===== config.mk =====
export PLATFORM = sky130hd
export DESIGN_NAME = spd_cmd_port
export DESIGN_NICKNAME = d
export VERILOG_FILES = /design/src/rtl/spd_pkg.sv /design/src/rtl/spd_cmd_decode.sv /design/src/rtl/spd_tick_gen.sv /design/src/rtl/spd_bus_seq.sv /design/src/rtl/spd_cmd_port.sv
export SDC_FILE = /design/constraint.sdc
export NUM_CORES = 1
export LEC_CHECK = 0
export ABC_AREA = 1
export BUFFER_PORTS_ARGS = -buffer_cell sky130_fd_sc_hd__buf_2
export CAP_MARGIN = 20
export CORE_MARGIN = 3
export CORE_UTILIZATION = 32
export CTS_CLUSTER_SIZE = 8
export DETAILED_ROUTE_END_ITERATION = 16
export MAX_ROUTING_LAYER = met4
export SLEW_MARGIN = 20
export SYNTH_ARGS = -nofsm -noshare
export SYNTH_HDL_FRONTEND = slang
export SYNTH_SLANG_ARGS = --single-unit

===== constraint.sdc =====
create_clock -name clk -period 1.7 [get_ports clk]
set_input_delay 0.425 -clock clk [delete_from_list [all_inputs] [get_ports clk]]
set_output_delay 0.425 -clock clk [all_outputs]
set_load 0.005 [all_outputs]

===== src/rtl/spd_pkg.sv =====
`timescale 1ns/1ps
package spd_pkg;

    localparam int CMD_W      = 32;
    localparam int STAT_W     = 16;
    localparam int BYTE_W     = 8;
    localparam int TYPE_W     = 4;
    localparam int SLOT_W     = 3;
    localparam int ADDR7_W    = TYPE_W + SLOT_W;
    localparam int TYPE_LSB   = 28;
    localparam int SLOT_LSB   = 24;
    localparam int BADDR_LSB  = 16;
    localparam int WDATA_LSB  = 8;
    localparam int OP_BIT     = 0;
    localparam int ST_RDV_BIT  = 15;
    localparam int ST_ERR_BIT  = 13;
    localparam int ST_BUSY_BIT = 12;
    localparam int BIT_CNT_W  = $clog2(BYTE_W + 1);

    typedef struct packed {
        logic [TYPE_W-1:0] dev_type;
        logic [SLOT_W-1:0] slot;
        logic [BYTE_W-1:0] baddr;
        logic [BYTE_W-1:0] wdata;
        logic              is_write;
    } spd_cmd_t;

    typedef enum logic [3:0] {
        ST_IDLE, ST_START, ST_DEVW, ST_WADDR, ST_WDATA,
        ST_RSTART, ST_DEVR, ST_RDATA, ST_STOP
    } spd_step_e;

    typedef struct packed {
        spd_step_e              step;
        logic [1:0]             phase;
        logic [BIT_CNT_W-1:0]   bidx;
        logic [BYTE_W-1:0]      shreg;
        logic                   ack_bad;
        logic                   fail;
        logic                   done;
        logic [BYTE_W-1:0]      rdata;
        logic [ADDR7_W-1:0]     dev7;
        logic [BYTE_W-1:0]      baddr;
        logic [BYTE_W-1:0]      wdata;
        logic                   is_write;
    } spd_seq_t;

    typedef struct packed {
        logic              busy;
        logic              rdv;
        logic              berr;
        logic              was_read;
        logic [BYTE_W-1:0] data;
    } spd_stat_t;

    function automatic logic step_is_byte(spd_step_e s);
        return (s == ST_DEVW) || (s == ST_WADDR) || (s == ST_WDATA) ||
               (s == ST_DEVR) || (s == ST_RDATA);
    endfunction

    function automatic logic step_drives(spd_step_e s);
        return (s == ST_DEVW) || (s == ST_WADDR) || (s == ST_WDATA) ||
               (s == ST_DEVR);
    endfunction

endpackage


===== src/rtl/spd_cmd_decode.sv =====
`timescale 1ns/1ps
module spd_cmd_decode
    import spd_pkg::*;
(
    input  logic [CMD_W-1:0] cmd_word,
    output spd_cmd_t         cmd
);

    logic spare_unused;

    always_comb begin
        cmd.dev_type = cmd_word[TYPE_LSB  +: TYPE_W];
        cmd.slot     = cmd_word[SLOT_LSB  +: SLOT_W];
        cmd.baddr    = cmd_word[BADDR_LSB +: BYTE_W];
        cmd.wdata    = cmd_word[WDATA_LSB +: BYTE_W];
        cmd.is_write = cmd_word[OP_BIT];
    end

    // Clock-override flag and bits [7:1] carry no transfer meaning here.
    assign spare_unused = ^{cmd_word[SLOT_LSB + SLOT_W], cmd_word[WDATA_LSB-1:OP_BIT+1]};

endmodule


===== src/rtl/spd_tick_gen.sv =====
`timescale 1ns/1ps
module spd_tick_gen #(
    parameter int QTR_DIV = 125
) (
    input  logic clk,
    input  logic rst_n,
    input  logic run,
    output logic tick
);

    localparam int              CW   = (QTR_DIV > 1) ? $clog2(QTR_DIV) : 1;
    localparam logic [CW-1:0]   LAST = CW'(QTR_DIV - 1);

    typedef struct packed {
        logic [CW-1:0] cnt;
    } tg_t;

    tg_t tg_d, tg_q;

    always_comb begin
        tg_d = tg_q;
        if (!run || (tg_q.cnt == LAST)) begin
            tg_d.cnt = '0;
        end else begin
            tg_d.cnt = tg_q.cnt + 1'b1;
        end
    end

    always_ff @(posedge clk or negedge rst_n) begin
        if (!rst_n) begin
            tg_q <= '0;
        end else begin
            tg_q <= tg_d;
        end
    end

    assign tick = run && (tg_q.cnt == LAST);

    generate
        if (QTR_DIV > 1) begin : g_spacing
            AST_TICK_SPACING: assert property (@(posedge clk) disable iff (!rst_n)
                tick |=> !tick);
        end
    endgenerate

endmodule


===== src/rtl/spd_bus_seq.sv =====
`timescale 1ns/1ps
module spd_bus_seq
    import spd_pkg::*;
(
    input  logic              clk,
    input  logic              rst_n,
    input  logic              go,
    input  spd_cmd_t          cmd,
    input  logic              tick,
    input  logic              sda_in,
    output logic              scl_low,
    output logic              sda_low,
    output logic              active,
    output logic              done,
    output logic              fail,
    output logic [BYTE_W-1:0] rdata
);

    localparam logic [BIT_CNT_W-1:0] ACK_IDX = BIT_CNT_W'(BYTE_W);

    spd_seq_t sq_d, sq_q;

    always_comb begin
        sq_d      = sq_q;
        sq_d.done = 1'b0;
        if (sq_q.step == ST_IDLE) begin
            if (go) begin
                sq_d.step     = ST_START;
                sq_d.phase    = '0;
                sq_d.bidx     = '0;
                sq_d.ack_bad  = 1'b0;
                sq_d.fail     = 1'b0;
                sq_d.dev7     = {cmd.dev_type, cmd.slot};
                sq_d.baddr    = cmd.baddr;
                sq_d.wdata    = cmd.wdata;
                sq_d.is_write = cmd.is_write;
            end
        end else if (tick) begin
            if (sq_q.phase != 2'd3) begin
                sq_d.phase = sq_q.phase + 2'd1;
                if ((sq_q.phase == 2'd2) && step_is_byte(sq_q.step)) begin
                    if (sq_q.bidx == ACK_IDX) begin
                        sq_d.ack_bad = sda_in;
                    end else if (sq_q.step == ST_RDATA) begin
                        sq_d.shreg = {sq_q.shreg[BYTE_W-2:0], sda_in};
                    end
                end
            end else begin
                sq_d.phase = '0;
                case (sq_q.step)
                    ST_START: begin
                        sq_d.step  = ST_DEVW;
                        sq_d.bidx  = '0;
                        sq_d.shreg = {sq_q.dev7, 1'b0};
                    end
                    ST_RSTART: begin
                        sq_d.step  = ST_DEVR;
                        sq_d.bidx  = '0;
                        sq_d.shreg = {sq_q.dev7, 1'b1};
                    end
                    ST_STOP: begin
                        sq_d.step = ST_IDLE;
                        sq_d.done = 1'b1;
                    end
                    default: begin
                        if (sq_q.bidx != ACK_IDX) begin
                            sq_d.bidx = sq_q.bidx + 1'b1;
                            if (step_drives(sq_q.step)) begin
                                sq_d.shreg = {sq_q.shreg[BYTE_W-2:0], 1'b0};
                            end
                        end else begin
                            sq_d.bidx = '0;
                            if (step_drives(sq_q.step) && sq_q.ack_bad) begin
                                sq_d.fail = 1'b1;
                                sq_d.step = ST_STOP;
                            end else begin
                                case (sq_q.step)
                                    ST_DEVW: begin
                                        sq_d.step  = ST_WADDR;
                                        sq_d.shreg = sq_q.baddr;
                                    end
                                    ST_WADDR: begin
                                        if (sq_q.is_write) begin
                                            sq_d.step  = ST_WDATA;
                                            sq_d.shreg = sq_q.wdata;
                                        end else begin
                                            sq_d.step = ST_RSTART;
                                        end
                                    end
                                    ST_DEVR:  sq_d.step = ST_RDATA;
                                    ST_RDATA: begin
                                        sq_d.rdata = sq_q.shreg;
                                        sq_d.step  = ST_STOP;
                                    end
                                    default:  sq_d.step = ST_STOP;
                                endcase
                            end
                        end
                    end
                endcase
            end
        end
    end

    always_ff @(posedge clk or negedge rst_n) begin
        if (!rst_n) begin
            sq_q      <= '0;
            sq_q.step <= ST_IDLE;
        end else begin
            sq_q <= sq_d;
        end
    end

    // Line levels per quarter phase of the current step.
    always_comb begin
        scl_low = 1'b0;
        sda_low = 1'b0;
        case (sq_q.step)
            ST_IDLE: begin
                scl_low = 1'b0;
                sda_low = 1'b0;
            end
            ST_START: begin
                scl_low = (sq_q.phase == 2'd3);
                sda_low = (sq_q.phase != 2'd0);
            end
            ST_RSTART: begin
                scl_low = (sq_q.phase == 2'd0) || (sq_q.phase == 2'd3);
                sda_low = (sq_q.phase >= 2'd2);
            end
            ST_STOP: begin
                scl_low = (sq_q.phase == 2'd0);
                sda_low = (sq_q.phase <= 2'd1);
            end
            default: begin
                scl_low = (sq_q.phase == 2'd0) || (sq_q.phase == 2'd3);
                sda_low = step_drives(sq_q.step) && (sq_q.bidx != ACK_IDX) &&
                          !sq_q.shreg[BYTE_W-1];
            end
        endcase
    end

    assign active = (sq_q.step != ST_IDLE);
    assign done   = sq_q.done;
    assign fail   = sq_q.fail;
    assign rdata  = sq_q.rdata;

    AST_SDA_STEADY_SCL_HIGH: assert property (@(posedge clk) disable iff (!rst_n)
        (step_is_byte(sq_q.step) && step_is_byte($past(sq_q.step)) && !scl_low && !$past(scl_low))
        |-> (sda_low == $past(sda_low)));

    AST_IDLE_LINES_FREE: assert property (@(posedge clk) disable iff (!rst_n)
        !active |-> (!scl_low && !sda_low));

endmodule


===== src/rtl/spd_cmd_port.sv =====
`timescale 1ns/1ps
module spd_cmd_port
    import spd_pkg::*;
#(
    parameter int QTR_DIV = 125
) (
    input  logic              clk,
    input  logic              rst_n,
    input  logic              cmd_wr,
    input  logic [CMD_W-1:0]  cmd_word,
    output logic [STAT_W-1:0] status,
    output logic              scl_low,
    output logic              sda_low,
    input  logic              sda_in
);

    spd_cmd_t           cmd;
    spd_stat_t          st_d, st_q;
    logic               accept;
    logic               tick;
    logic               seq_active;
    logic               seq_done;
    logic               seq_fail;
    logic [BYTE_W-1:0]  seq_rdata;

    spd_cmd_decode u_dec (
        .cmd_word (cmd_word),
        .cmd      (cmd)
    );

    spd_tick_gen #(.QTR_DIV(QTR_DIV)) u_tick (
        .clk   (clk),
        .rst_n (rst_n),
        .run   (seq_active),
        .tick  (tick)
    );

    spd_bus_seq u_seq (
        .clk     (clk),
        .rst_n   (rst_n),
        .go      (accept),
        .cmd     (cmd),
        .tick    (tick),
        .sda_in  (sda_in),
        .scl_low (scl_low),
        .sda_low (sda_low),
        .active  (seq_active),
        .done    (seq_done),
        .fail    (seq_fail),
        .rdata   (seq_rdata)
    );

    assign accept = cmd_wr && !st_q.busy;

    always_comb begin
        st_d = st_q;
        if (accept) begin
            st_d.busy     = 1'b1;
            st_d.rdv      = 1'b0;
            st_d.berr     = 1'b0;
            st_d.data     = '0;
            st_d.was_read = !cmd.is_write;
        end else if (seq_done) begin
            st_d.busy = 1'b0;
            st_d.berr = seq_fail;
            st_d.rdv  = st_q.was_read && !seq_fail;
            st_d.data = (st_q.was_read && !seq_fail) ? seq_rdata : '0;
        end
    end

    always_ff @(posedge clk or negedge rst_n) begin
        if (!rst_n) begin
            st_q <= '0;
        end else begin
            st_q <= st_d;
        end
    end

    always_comb begin
        status                = '0;
        status[ST_RDV_BIT]    = st_q.rdv;
        status[ST_ERR_BIT]    = st_q.berr;
        status[ST_BUSY_BIT]   = st_q.busy;
        status[BYTE_W-1:0]    = st_q.data;
    end

    AST_ACCEPT_CLEARS: assert property (@(posedge clk) disable iff (!rst_n)
        (cmd_wr && !status[ST_BUSY_BIT]) |=>
        (status[ST_BUSY_BIT] && !status[ST_RDV_BIT] && !status[ST_ERR_BIT]));

    AST_BUSY_CMD_DROPPED: assert property (@(posedge clk) disable iff (!rst_n)
        (status[ST_BUSY_BIT] && !seq_done) |=> $stable(status));

    AST_VALID_EXCLUDES_ERR: assert property (@(posedge clk) disable iff (!rst_n)
        status[ST_RDV_BIT] |-> (!status[ST_ERR_BIT] && !status[ST_BUSY_BIT]));

    AST_ERR_NO_DATA: assert property (@(posedge clk) disable iff (!rst_n)
        status[ST_ERR_BIT] |-> (status[BYTE_W-1:0] == '0));

    AST_IDLE_RELEASED: assert property (@(posedge clk) disable iff (!rst_n)
        !status[ST_BUSY_BIT] |-> (!scl_low && !sda_low));

endmodule


==> impl_metrics.ini <==
[timing]
rsz0062_at_grt = yes
clock-skew-final_ns = 0.00708
setup-violations-final = 2
slew_viol_final = 0
tns_ns = -0.422
min_period_ns = 1.92
setup_slack_ns = -0.225
final.period_utilization = 1.13
fmax_mhz = 520
hold_violations = 0

[placed_design]
placed_area_sq_um = 4400
io_buffers = 40
dp_hpwl_um = 6330
place_inst = 673
dp_slack_ns = 0.0344
place_congestion = 0.870

[final_layout]
final_cells = 695
finalInstanceArea_sq_um = 4930
final_nets = 592
areaGrowthSynthToFinish_pct = 25.3
drive_gt1_frac = 0.319
n_antenna_cell = 0
fill_cells = 1170

[worst_setup_path]
critPathMaxFanout = 5
slowest_stage = dfrtp_2
end_kind = output pin
max_stage_delay_ns = 0.48
cp-start-kind = flip-flop
critPathKind = flip-flop to output pin
required_ns = 1.27
crit_arrival_ns = 1.50
path_cells = buf_4, nand3_2, o22ai_1, nor2_1, o21ai_1, buf_2

[floorplanning]
initial_utilization = 0.336
io_pins = 54
dieArea_sq_um = 13700
die_y_um = 117
rows = 39
die_x_um = 117
core_region_area_sq_um = 11700

[global_routing]
antenna_found_initial = 0
grt_pass1_vias = 3085
gr-usage-all-layers = 0.135
grt_pass1_wl_um = 14500
grt-ovfl-total = 0
grt_max_degree = 37

[yosys]
ys_types = 37
synth-edff-count = 0
synthTopCellsByCount = 146 x nand2_1, 72 x dfrtp_1, 51 x inv_1
synthesis.area_sq_um = 3940
synth_seq_cells = 72
avgSynthCellArea_sq_um = 8.18
synth_cells = 481
synth.most_common_cell = nand2_1
synth-async-reset-ratio = 1.00
synth_flop_cell = dfrtp_1
seq_area_frac_synth = 0.458
yosysWarnings = 0
yosys.area.top_type = dfrtp_1
yosysTopAreaCellShare = 0.458
yosys-top-cells-area = dfrtp_1 46%, nand2_1 14%, nand3_1 5.0%, inv_1 4.9%, o21ai_0 3.9%

[pwr]
power_frac_clock = 0.502
power_switching_w = 0.000732
combPwrFrac = 0.022
power.density_nw_per_um2 = 731
p_seq_frac = 0.476
p_int_w = 0.00287
leakage_nw = 2.41
ir_drop_mv = 0.484
switching_share = 0.203
power.total_w = 0.00361

[drt]
drt_pass1_iterations = 4
wirelength_um = 8530
vias = 3183
vias_per_cell = 4.58
antenna_left = 0
wl_per_cell_um = 12.3
drt_first_iter_violations = 191
drcViolationCount = 0

[job]
maxCapViolations = 0

[clock_tree]
path_clk_slew_ns = 0.06
root_buffer = clkbuf_16
numCtsBuffers = 9
cts.sinks = 72
tritoncts = yes
cts_buffer_depth = 2
cts-htree-levels = 3
clock_latency_ns = 0.32

[hold_path]
min_path_type = input port to async pin

[outcome]
status = complete, but fails checks
violations = setup timing
path summary, 6_finish.rpt:
check / slack [ns] / end / from / depth (start not counted)
worst max-delay path: -0.22 / sda_low / u_seq.sq_q[52] / 6
max in group asynchronous: 1.15 / u_seq.sq_q[19] / rst_n / 2
worst min-delay path: 0.006 / u_seq.sq_q[50] / rst_n / 1
min in group clk: 0.30 / u_seq.sq_q[14] / cmd_word[21] / 3
worst min register to register: 0.47 / u_seq.sq_q[3] / u_seq.sq_q[3] / 2
worst max register to register: 0.02 / u_seq.sq_q[36] / u_seq.sq_q[52] / 11
layout by cell type, fill, tap and decap left out, types with 6 or more instances in the layout:
cell | netlist | final
nand2_1 | 146 | 125
dfrtp_1 | 72 | 67
inv_1 | 51 | 44
buf_2 | 4 | 40
nand3_1 | 39 | 35
o21ai_0 | 31 | 30
nor2_1 | 31 | 29
buf_4 | 17 | 29
nand2_2 | 6 | 25
o21ai_2 | 11 | 11
inv_2 | 4 | 9
o21ai_1 | 8 | 9
clkbuf_16 | 0 | 9
nor2_4 | 4 | 8
nor3_1 | 6 | 6
nand4_1 | 6 | 6
state kept, by name (all words and copies together), names as in the netlist:
| name | flops |
|---|---|
| status | 11 |
| st_q | 1 |
| u_seq.rdata | 8 |
| u_tick.tg_q | 7 |
| u_seq.fail | 1 |
| u_seq.done | 1 |
| u_seq.sq_q | 43 |
final cells by class:
type	instances	area, sq um	area share
Clock buffer	10	229	0.0464
Clock inverter	5	58.8	0.0119
Inverter	57	229	0.0464
Multi-Input combinational cell	332	1910	0.387
Sequential cell	72	1810	0.366
Tap cell	143	179	0.0363
Timing Repair Buffer	76	523	0.106
metrics by stage:
stage / utilization / hold slack, ns
2_1_floorplan: - / 0.129
6_report: 0.421 / 0.00595
3_3_place_gp: 0.376 / 0.353
5_1_grt: 0.421 / 0.0259
3_5_place_dp: 0.376 / 0.355
4_1_cts: 0.401 / 0.00980
logic make-up after synthesis:
group                      Yosys count  share of synthesized area
xor gates and xnor gates             1                    0.00223
other                                1                   0.000953
adders and majority gates            8                     0.0254
DFF                                 72                      0.458
AOI/OAI and AO/OA                   61                     0.0973
buffers and inverters               81                     0.0998
and+or+nand+nor                    257                      0.317
repair_timing:
item                       4_1_cts  5_1_grt
resized for setup                7       57
buffers inserted                 0        7
hold buffers                     0        0
setup endpoints to repair        2       24
pin swaps                        1       14
routing by layer:
layer / track usage / vias up / share of wire / routed length, um
met4: 0.0352 / 0 / 0.012 / 106
li1: - / 1646 / - / -
met5: - / - / 0 / 0
met1: 0.188 / 1462 / 0.49 / 4170
met2: 0.201 / 64 / 0.45 / 3830
met3: 0.0293 / 11 / 0.049 / 421
critical path, delay by kind of cell, from the launching register on:
kind / cells / cell delay [ns]
compound gates: 2 / 0.25
simple gates: 2 / 0.16
buf+inv: 2 / 0.29
flops: 1 / 0.48
power by group through the flow:
stage / combinational (W) / clock (W) / sequential [W]
3_5_place_dp: 0.0000826 / 0 / 0.00175
6_report: 0.0000792 / 0.00181 / 0.00171
5_1_grt: 0.0000922 / 0.00192 / 0.00171
2_1_floorplan: 0.0000108 / 0 / 0.00175
3_3_place_gp: 0.0000810 / 0 / 0.00175
4_1_cts: 0.0000826 / 0.00186 / 0.00171
(Power assumes the default switching activity.)
